## src/rtl/cache2w_pkg.sv

```systemverilog
package cache2w_pkg;
   typedef enum logic [1:0] {
      ST_IDLE,
      ST_EVICT,
      ST_REFILL,
      ST_DONE
   } cstate_t;
endpackage

```

## src/rtl/cache2w_way.sv

```systemverilog
// One way of the cache: valid/dirty/tag/line storage for every set.
module cache2w_way #(
   parameter int SETS   = 16,
   parameter int SET_W  = 4,
   parameter int TAG_W  = 8,
   parameter int LINE_W = 128
) (
   input  logic              clk,
   input  logic              rst,
   input  logic [SET_W-1:0]  set_i,
   input  logic [TAG_W-1:0]  tag_i,
   input  logic              wr_i,
   input  logic              wdirty_i,
   input  logic [LINE_W-1:0] wline_i,
   output logic              match_o,
   output logic              valid_o,
   output logic              dirty_o,
   output logic [TAG_W-1:0]  tag_o,
   output logic [LINE_W-1:0] line_o
);
   logic [SETS-1:0]   vld_q;
   logic [SETS-1:0]   drt_q;
   logic [TAG_W-1:0]  tag_q [SETS];
   logic [LINE_W-1:0] dat_q [SETS];

   always_ff @(posedge clk) begin
      if (rst) begin
         vld_q <= '0;
         drt_q <= '0;
      end else if (wr_i) begin
         vld_q[set_i] <= 1'b1;
         drt_q[set_i] <= wdirty_i;
      end
   end

   always_ff @(posedge clk) begin
      if (wr_i) begin
         tag_q[set_i] <= tag_i;
         dat_q[set_i] <= wline_i;
      end
   end

   assign valid_o = vld_q[set_i];
   assign dirty_o = drt_q[set_i];
   assign tag_o   = tag_q[set_i];
   assign line_o  = dat_q[set_i];
   assign match_o = vld_q[set_i] && (tag_q[set_i] == tag_i);
endmodule

```

## src/rtl/cache2w_lru.sv

```systemverilog
// One recency bit per set naming the way to evict next, plus victim choice.
module cache2w_lru #(
   parameter int SETS  = 16,
   parameter int SET_W = 4
) (
   input  logic             clk,
   input  logic             rst,
   input  logic [SET_W-1:0] set_i,
   input  logic             touch_i,
   input  logic             used_way_i,
   input  logic [1:0]       valid_i,
   output logic             victim_o
);
   logic [SETS-1:0] old_q;

   always_ff @(posedge clk) begin
      if (rst)          old_q <= '0;
      else if (touch_i) old_q[set_i] <= ~used_way_i;
   end

   always_comb begin
      if (!valid_i[0])      victim_o = 1'b0;
      else if (!valid_i[1]) victim_o = 1'b1;
      else                  victim_o = old_q[set_i];
   end
endmodule

```

## src/rtl/cache2w_top.sv

```systemverilog
module cache2w_top #(
   parameter int ADDR_W     = 16,
   parameter int WORD_W     = 32,
   parameter int LINE_WORDS = 4,
   parameter int SETS       = 16
) (
   input  logic                         clk,
   input  logic                         rst,
   input  logic                         cpu_req,
   input  logic                         cpu_we,
   input  logic [ADDR_W-1:0]            cpu_addr,
   input  logic [WORD_W-1:0]            cpu_wdata,
   output logic                         cpu_ready,
   output logic                         cpu_hit,
   output logic [WORD_W-1:0]            cpu_rdata,
   output logic                         mem_req,
   output logic                         mem_we,
   output logic [ADDR_W-1:0]            mem_addr,
   output logic [WORD_W*LINE_WORDS-1:0] mem_wdata,
   input  logic                         mem_ack,
   input  logic [WORD_W*LINE_WORDS-1:0] mem_rdata
);
   import cache2w_pkg::*;

   localparam int OFF_W  = $clog2(LINE_WORDS);
   localparam int SET_W  = $clog2(SETS);
   localparam int TAG_W  = ADDR_W - SET_W - OFF_W;
   localparam int LINE_W = WORD_W * LINE_WORDS;
   localparam int WAYS   = 2;

   if (SETS < 2 || (1 << SET_W) != SETS) begin : g_bad_sets
      $error("SETS must be a power of two of at least 2");
   end
   if (LINE_WORDS < 2 || (1 << OFF_W) != LINE_WORDS) begin : g_bad_line
      $error("LINE_WORDS must be a power of two of at least 2");
   end
   if (TAG_W < 1) begin : g_bad_tag
      $error("ADDR_W too small for SETS and LINE_WORDS");
   end

   cstate_t            state;
   logic [ADDR_W-1:0]  rq_addr;
   logic               vic_q;
   logic               missed;
   logic               hit_q;
   logic [WORD_W-1:0]  rdata_q;

   logic [ADDR_W-1:0]  cur_addr;
   logic [OFF_W-1:0]   cur_off;
   logic [SET_W-1:0]   cur_set;
   logic [TAG_W-1:0]   cur_tag;

   logic [WAYS-1:0]    w_match, w_valid, w_dirty, w_wr;
   logic [TAG_W-1:0]   w_tag  [WAYS];
   logic [LINE_W-1:0]  w_line [WAYS];
   logic [LINE_W-1:0]  w_wline [WAYS];

   logic               hit, hit_way, victim, touch, lookup;
   logic [LINE_W-1:0]  merged;

   assign cur_addr = (state == ST_IDLE) ? cpu_addr : rq_addr;
   assign cur_off  = cur_addr[OFF_W-1:0];
   assign cur_set  = cur_addr[OFF_W +: SET_W];
   assign cur_tag  = cur_addr[ADDR_W-1 -: TAG_W];

   assign lookup  = (state == ST_IDLE) && cpu_req;
   assign hit     = |w_match;
   assign hit_way = w_match[1];
   assign touch   = lookup && hit;

   for (genvar w = 0; w < WAYS; w++) begin : g_way
      assign w_wr[w] = (touch && cpu_we && (hit_way == w[0]))
                    || ((state == ST_REFILL) && mem_ack && (vic_q == w[0]));
      assign w_wline[w] = (state == ST_REFILL) ? mem_rdata : merged;

      cache2w_way #(
         .SETS(SETS), .SET_W(SET_W), .TAG_W(TAG_W), .LINE_W(LINE_W)
      ) u_way (
         .clk(clk), .rst(rst),
         .set_i(cur_set), .tag_i(cur_tag),
         .wr_i(w_wr[w]), .wdirty_i(state != ST_REFILL), .wline_i(w_wline[w]),
         .match_o(w_match[w]), .valid_o(w_valid[w]), .dirty_o(w_dirty[w]),
         .tag_o(w_tag[w]), .line_o(w_line[w])
      );
   end

   cache2w_lru #(.SETS(SETS), .SET_W(SET_W)) u_lru (
      .clk(clk), .rst(rst), .set_i(cur_set),
      .touch_i(touch), .used_way_i(hit_way),
      .valid_i(w_valid), .victim_o(victim)
   );

   always_comb begin
      merged = w_line[hit_way];
      merged[cur_off*WORD_W +: WORD_W] = cpu_wdata;
   end

   always_ff @(posedge clk) begin
      if (rst) begin
         state   <= ST_IDLE;
         rq_addr <= '0;
         vic_q   <= 1'b0;
         missed  <= 1'b0;
         hit_q   <= 1'b0;
         rdata_q <= '0;
      end else begin
         case (state)
            ST_IDLE: if (cpu_req) begin
               if (hit) begin
                  rdata_q <= w_line[hit_way][cur_off*WORD_W +: WORD_W];
                  hit_q   <= ~missed;
                  missed  <= 1'b0;
                  state   <= ST_DONE;
               end else begin
                  missed  <= 1'b1;
                  rq_addr <= cpu_addr;
                  vic_q   <= victim;
                  state   <= (w_valid[victim] && w_dirty[victim]) ? ST_EVICT : ST_REFILL;
               end
            end
            ST_EVICT:  if (mem_ack) state <= ST_REFILL;
            ST_REFILL: if (mem_ack) state <= ST_IDLE;
            default:   state <= ST_IDLE;
         endcase
      end
   end

   assign cpu_ready = (state == ST_DONE);
   assign cpu_hit   = hit_q;
   assign cpu_rdata = rdata_q;
   assign mem_req   = (state == ST_EVICT) || (state == ST_REFILL);
   assign mem_we    = (state == ST_EVICT);
   assign mem_addr  = (state == ST_EVICT) ? {w_tag[vic_q], cur_set, {OFF_W{1'b0}}}
                                          : {cur_tag, cur_set, {OFF_W{1'b0}}};
   assign mem_wdata = w_line[vic_q];

   // nothing is active in the first cycle after reset
   p_reset_quiet_r1: assert property (@(posedge clk) disable iff (rst)
      $past(rst) |-> (!cpu_ready && !mem_req));
   // the two ways of a set never both match
   p_onehot_hit_r2: assert property (@(posedge clk) disable iff (rst)
      $onehot0(w_match));
   // an acknowledged writeback is followed directly by the refill read
   p_wb_then_fill_r6: assert property (@(posedge clk) disable iff (rst)
      (mem_req && mem_we && mem_ack) |=> (mem_req && !mem_we));
   // a miss on a clean or empty victim goes straight to the refill read
   p_clean_skip_r7: assert property (@(posedge clk) disable iff (rst)
      (lookup && !hit && !(w_valid[victim] && w_dirty[victim])) |=> (mem_req && !mem_we));
   // completion is a single-cycle pulse
   p_ready_pulse_r10: assert property (@(posedge clk) disable iff (rst)
      cpu_ready |=> !cpu_ready);
   // memory request stays stable until acknowledged
   p_mem_hold_r10: assert property (@(posedge clk) disable iff (rst)
      (mem_req && !mem_ack) |=> (mem_req && $stable(mem_addr) && $stable(mem_we)
                                 && $stable(mem_wdata)));
endmodule

```

## config.mk

```make
export PLATFORM = sky130hd
export DESIGN_NAME = cache2w_top
export DESIGN_NICKNAME = d
export VERILOG_FILES = /design/src/rtl/cache2w_pkg.sv /design/src/rtl/cache2w_way.sv /design/src/rtl/cache2w_lru.sv /design/src/rtl/cache2w_top.sv
export SDC_FILE = /design/constraint.sdc
export NUM_CORES = 2
export LEC_CHECK = 0
export ABC_AREA = 1
export BUFFER_PORTS_ARGS = -buffer_cell sky130_fd_sc_hd__buf_2
export CAP_MARGIN = 20
export CELL_PAD_IN_SITES_DETAIL_PLACEMENT = 1
export CELL_PAD_IN_SITES_GLOBAL_PLACEMENT = 1
export CORE_MARGIN = 4
export CORE_UTILIZATION = 35
export CTS_CLUSTER_DIAMETER = 200
export DETAILED_ROUTE_END_ITERATION = 16
export PLACE_DENSITY_LB_ADDON = 0.1
export REMOVE_ABC_BUFFERS = 1
export SLEW_MARGIN = 20
export SYNTH_ARGS = -nofsm -noshare
export SYNTH_HDL_FRONTEND = slang
export SYNTH_MEMORY_MAX_BITS = 65536
export SYNTH_SLANG_ARGS = --single-unit
```

## constraint.sdc

```tcl
create_clock -name clk -period 9.6 [get_ports clk]
set_input_delay 2.4 -clock clk [delete_from_list [all_inputs] [get_ports clk]]
set_output_delay 2.4 -clock clk [all_outputs]
set_load 0.1 [all_outputs]
```

== After elaboration in Yosys (flattened, before gate mapping) ==
Memory sizes are Yosys's and may differ from the RTL's.
Cells that the tools add are included.

* Shift-type cells: 3
* Equality and inequality tests: 9
* $add $sub $neg: 1
* Reductions and logical operators: 21
* Divide/modulo/power cells: 0
* Multiply operators: 0
* Bitwise logic cells: 8
* Muxes and demuxes: 45
* Magnitude comparators: 5

{| class="wikitable"
|+ Operators with widths
! kind !! count
|-
| $mux 128 || 7
|-
| $bwmux 128 || 1
|-
| $shift 32x34->128 const A || 1
|-
| $shiftx 128x8->32 || 1
|-
| $shiftx 32x34->128 || 1
|-
| $bwmux 16 || 3
|-
| $neg 7->34 || 1
|-
| $mux 16 || 2
|-
| $or 16x16->16 || 2
|-
| $mux 10 || 3
|-
| $bmux 1 s4 || 5
|-
| $eq 10x10->1 || 2
|-
| $mux 1 || 17
|-
| $logic_and 1x1->1 || 12
|-
| $mux 2 || 5
|-
| $reduce_and 3->1 || 3
|-
| $ne 2x2->1 const B || 3
|-
| $pmux 2 s3 || 1
|-
| $lt 4x5->1 const B || 1
|-
| $demux 1 s4 || 1
|-
| $eq 2x2->1 const B || 2
|-
| $ge 2x2->1 const B || 2
|-
| $ge 4x1->1 const B || 1
|-
| $not 1->1 || 4
|-
| 8 further kinds || 11
|}

* Bits of input ports: 181
* Logic and storage cells: 107
* RAM bits: 4416
* Output and inout port bits: 180
* Bits in latches: 0
* ROM bits: 0
* Memories: 4
* Bits in registers: 133

{| class="wikitable"
|+ Memories
! memory !! words !! bits a word !! read ports !! clocked after Yosys merged registers in !! wr ports !! line !! source
|-
| g_way[0].u_way.dat_q || 16 || 128 || 1 || 0 || 1 || cache2w_way.sv:24 || <nowiki>logic [LINE_W-1:0] dat_q [SETS];</nowiki>
|-
| g_way[1].u_way.dat_q || 16 || 128 || 1 || 0 || 1 || cache2w_way.sv:24 ||
|-
| g_way[0].u_way.tag_q || 16 || 10 || 1 || 0 || 1 || cache2w_way.sv:23 || <nowiki>logic [TAG_W-1:0] tag_q [SETS];</nowiki>
|-
| g_way[1].u_way.tag_q || 16 || 10 || 1 || 0 || 1 || cache2w_way.sv:23 ||
|}

== Depth between registers and ports, before layout ==
* Depth after elaboration: 13
* Gate-level depth with buffers: 28
* Gate-level depth less buffers: 26

== Cells and area by module ==
A second synthesis with hierarchy kept.

* Cells, all modules: 12340
* Area total of the unflattened synthesis: 176844.6 µm²

{| class="wikitable"
|+ By module, submodules not included
! module !! cells each !! sequential area each (µm²) !! times used !! area an instance (µm²)
|-
| cache2w_way at g_way[1].u_way || 4934 || 66944.2 || 1 || 82699.3
|-
| cache2w_way at g_way[0].u_way || 4926 || 66944.2 || 1 || 82466.6
|-
| cache2w_top || 2350 || 1061.0 || 1 || 10785.3
|-
| cache2w_lru || 130 || 320.3 || 1 || 893.4
|}

== Worst setup path before layout ==
Ideal clock, no wire load.

* Path type: input port to output port
* From: in cpu_addr[11]
* To: out mem_addr[11]
* Path buffers: 0
* Stages: 4
* Setup slack: 1591 ps
* Required time: 7200 ps
* Data arrival time: 5609 ps
* Cell sequence: nand2_1 -> o21ai_0 -> inv_1 -> o21ai_0

* Word-level cells in the longest chain between the ends: 2

{| class="wikitable"
|+ Ends and longest elaborated chain
! item !! line !! source
|-
| start: declaration || cache2w_top.sv:11 || <nowiki>input logic [ADDR_W-1:0] cpu_addr,</nowiki>
|-
| $mux 16 || cache2w_top.sv:61 || <nowiki>assign cur_addr = (state == ST_IDLE) ? cpu_addr : rq_addr;</nowiki>
|-
| via cur_addr[11] || cache2w_top.sv:48 || <nowiki>logic [ADDR_W-1:0] cur_addr;</nowiki>
|-
| $mux 16 || cache2w_top.sv:133 || <nowiki>assign mem_addr = (state == ST_EVICT) ? {w_tag[vic_q], cur_set, {OFF_W{1'b0}}}</nowiki>
|-
| end: declaration || cache2w_top.sv:18 || <nowiki>output logic [ADDR_W-1:0] mem_addr,</nowiki>
|}

The timed path passes the listed nets, and every way through them passes these cells.

== Worst setup path in the final report ==
* From: in cpu_addr[2]
* To: out mem_wdata[64]

* Word-level cells in the longest chain between the ends: 5
* Elaborated cells on any way between the ends: 6
* Those cells by class: mux (4); memory (2)

{| class="wikitable"
|+ Ends and longest elaborated chain
! item !! line !! source
|-
| $mux 16 * || cache2w_top.sv:61 ||
|-
| $mem_v2 16x128 || n/a ||
|-
| $mux 128 (not written as such) * (3 in series) || cache2w_top.sv:135 || <nowiki>assign mem_wdata = w_line[vic_q];</nowiki>
|-
| end: declaration || cache2w_top.sv:19 || <nowiki>output logic [WORD_W*LINE_WORDS-1:0] mem_wdata,</nowiki>
|}

Mark *: on every way between the ends. The rest lies on a longest branch, timed or not. The select of a mux whose other input is x is not followed.

==> results by group <==
Final layout
  – P&R area growth vs syn: 18.4%
  – Layout cells sized above 1: approximately an eighth
  – Fin cells: 21.0k
  – Nets: 14.1k
  – Finished Cell Area: around 210000 sq um
  – Fill cells: approximately 50k

Power and ir drop
  – Comb pwr share: about 20%
  – Leakage: roughly 74 nW
  – Pwr Total: ~54 mW
  – Net Sw Power: 16.7 mW
  – Switching Share: between 30% and 40%
  – Seq pwr share: a little over two fifths
  – Cell Int Power: approximately 37 mW
  – Power Density: ~250 nW/um^2
  – VDD IR max: roughly 0.00017 V
  – Clock power frac: a little over a third

Drt
  – DRT Wirelength: roughly 780000 microns
  – First-pass DRT Iterations: 6
  – Met3 wire len: 51600 microns
  – DR vias: around 120k
  – WL per Instance: ~37 microns
  – Post-route ant nets: 0
  – DR WL met2: roughly 370000 microns
  – DR vias/cell: about 5.9
  – Top routing layer in use: met5
  – Met1 WL: ~330000 microns
  – DRC: 0
  – DRT iter0 DRCs: around 14k

CTS
  – CTS Buf Count: 526
  – Clk Latency, worst-skew pair: between 1 and 1.5 ns
  – Clock H-tree levels: 6
  – TritonCTS clock tree: done
  – Clock Path Buffers: 4
  – CTS Root Cell: clkbuf_16
  – Cts repair resizes: 0
  – Number of hold buffers added after CTS: 0
  – Clk slew on worst S/H paths: 0.06 ns
  – Clock Sinks: 4549
  – Post-CTS setup buffers: 0

Timing
  – Min Hold Slack: about 0.42 ns
  – Final setup fails: 0
  – Final period util: 89.4%
  – TNS Setup: 0 ns
  – Min cycle time layout: roughly 8.6 ns
  – Slew headroom: between 20% and 30%
  – Pins Over Slew Limit: 0
  – Slew @ Worst Pin: approximately 1.1 ns
  – Final hold violation count: 0
  – Unrepaired setup endpoints after global routing: no
  – Clock skew: 0.0356 ns
  – Fmax: 0.117 GHz

Hold path
  – HP Class: flop to flop
  – Hold Path Sink: cpu_hit
  – WHS Path Cells: 1
  – Worst Hold Launch: missed

Setup path
  – Crit-path cells: buf_2 -> nand2_2 -> nand2_8 -> nor2_4 -> buf_12 -> buf_12 -> buf_4 -> a22oi_1 -> nand2_1 -> nand2_1 -> nand4_1 -> nand2_1 -> nand2_1 -> buf_12
  – WS Path Type: input port to output pin
  – Crit. End Element: output pin
  – Crit-path max cell delay: about 0.76 ns
  – Reg2Reg Depth: 26
  – Slowest CP cell: nor2_4
  – R2R Path End: cpu_rdata[7]
  – CP required: between 7 and 8 ns
  – CP arrival: between 6 and 7 ns
  – Critical path peak fanout: 48
  – RR Startpoint: state[0]
  – R2R Setup Slk: around 1.8 ns
  – CP startpoint kind: input port
  – Cell repeated most along the worst path: nand2_1

Placement
  – Placed cell areas: roughly 200000 sq um
  – RD Place Congestion: ~0.81
  – Placed cell count: ~20k
  – Port Buf Inserts: between 300 and 400
  – Dpl hpwl: between 400000 and 500000 microns

Synth
  – Post-synthesis cell count: between 10k and 15k
  – Area contributors post-synth: edfxtp_1 (74%), a22oi_1 (8.6%), nand2_1 (7.8%), dfxtp_1 (1.5%), clkbuf_1 (1.2%)
  – Distinct cells, synth: 31
  – Avg Inst Size Synth: roughly 13 sq um
  – Sequential share of the synthesized area: between 70% and 80%
  – Synth top area share: ~74%
  – Ys Warns: 0
  – Count leader, synth: edfxtp_1
  – EDFF count, synth: about 4.4k
  – Synth Flop Type: edfxtp_1
  – Register bit total from synthesis: ~4.5k
  – FFs w/ async S/R, synth: 0%
  – Synth top cells by count: edfxtp_1 (4416), nand2_1 (3695), a22oi_1 (2048), clkbuf_1 (588), nand3_1 (431)
  – Cell taking the most area after synthesis: edfxtp_1
  – Mapped Area: between 150000 and 200000 sq um

GRT
  – First-pass GRT wire length: around 1100000 microns
  – Total grt overflow: 0
  – Antenna violations before repair: 43
  – Largest net degree at the start of global routing: 116
  – GRT Total Usage: between 20 and 30%
  – Vias in the first global route: about 120k

Die
  – Starting density of the core: a little over a third
  – Die ar.: 520000 sq um
  – Num ports: approximately 360
  – Die X: slightly above 700 microns
  – Rows: about 260
  – CORE AREA: between 500000 and 600000 sq um
  – Die Height: ~720 microns

Flow run
  – Total of max-cap violations: 0

Status
  – Status: finished, final reports clean
==> through the flow <==
step                util [%]  setup slack, ns
finish                  41.7             1.02
global route            41.7            0.824
CTS                     41.6             1.04
detailed placement      38.4            0.835
global placement        38.4            0.936
floorplan                  -           -44.40
==> critical path: cells and delay by family <==
family / cells / cell delay (ns)
AOI/OAI and AO/OA: 1 / 0.14
and+or+nand+nor: 8 / 2.14
buffers and inverters: 5 / 1.31
==> power by group through the flow <==
stage          registers [mW]  clock network (mW)  logic [mW]
3_3_place_gp             23.9                   0        10.6
2_1_floorplan            24.1                   0        6.81
6_report                 23.5                19.3        10.9
5_1_grt                  23.5                20.4        11.4
4_1_cts                  23.5                19.6        10.8
3_5_place_dp             23.9                   0        10.8
==> worst max path at each step <==
stage / start / to / slack, ns / cells past startpoint
after floorplan: cpu_addr[3] / u_lru.old_q[5] / -44.40 / 17
after global placement: cpu_addr[2] / cpu_rdata[7] / 0.94 / 24
after detailed placement: cpu_addr[2] / cpu_rdata[7] / 0.83 / 24
after CTS: state[0] / mem_wdata[106] / 1.04 / 16
after global routing: state[0] / mem_addr[8] / 0.82 / 15
final: cpu_addr[2] / mem_wdata[64] / 1.02 / 14
==> registers in the layout, indices dropped and copies added, names as in the netlist <==
signal	flops
g_way.u_way.drt_q	32
cpu_rdata	32
state	2
g_way.u_way.tag_q	320
g_way.u_way.dat_q	4096
missed	1
vic_q	1
cpu_hit	1
g_way.u_way.vld_q	32
rq_addr	16
u_lru.old_q	16
==> per-layer routing <==
metal  track usage, %  vias up
met4             9.62       16
li1                 -    50740
met3             4.00     1077
met1             40.2    66219
met2             47.3     5057
met5                0        -
==> kinds of logic (layout without fill, tap and decap cells) <==
family	count (synthesis)	after routing	share of synthesized area, %
and+or+nand+nor	4902	4902	11.2
DFF	4549	4549	75.9
AOI/OAI and AO/OA	2503	2503	10.0
buffers and inverters	1244	2302	2.81
adders and majority gates	9	9	0.0632
other	1	21	0.00211
==> final cells by class <==
cell class | instances | area [sq um] | area share [%]
Antenna cell | 19 | 47.5 | 0.0225
Clock buffer | 676 | 14100 | 6.70
Clock inverter | 246 | 2030 | 0.964
Inverter | 394 | 1770 | 0.841
Multi-Input combinational cell | 7416 | 38900 | 18.4
Sequential cell | 4549 | 135000 | 64.1
Tap cell | 6706 | 8390 | 3.98
Timing Repair Buffer | 986 | 10400 | 4.93
==> cells in the final DEF, fill, tap and decap left out, types with 7 or more instances in the layout <==
cell,Yosys,routed
o22ai_1,30,30
nor2_1,407,393
clkbuf_1,588,127
a31oi_2,0,41
bufinv_16,0,26
nor2_4,1,13
nand3b_1,11,11
a31oi_4,0,22
clkinv_2,0,51
clkbuf_8,0,7
a21oi_1,139,107
a21oi_4,0,7
dfxtp_1,133,132
inv_1,386,343
clkbuf_16,0,542
inv_8,0,37
inv_6,0,27
buf_4,22,421
ha_1,9,7
diode_2,0,19
edfxtp_1,4416,4416
nand4_1,329,329
clkinv_8,0,13
buf_12,0,294
o21ai_1,29,25
a21oi_2,0,25
clkinv_1,1,124
nand2_2,13,13
o21ai_4,0,8
nand2_1,3695,3695
a31oi_1,129,66
a22oi_1,2048,2048
buf_2,164,271
nand3_1,431,430
o21ai_0,126,118
No activity file was read; power rests on OpenSTA's default activity.
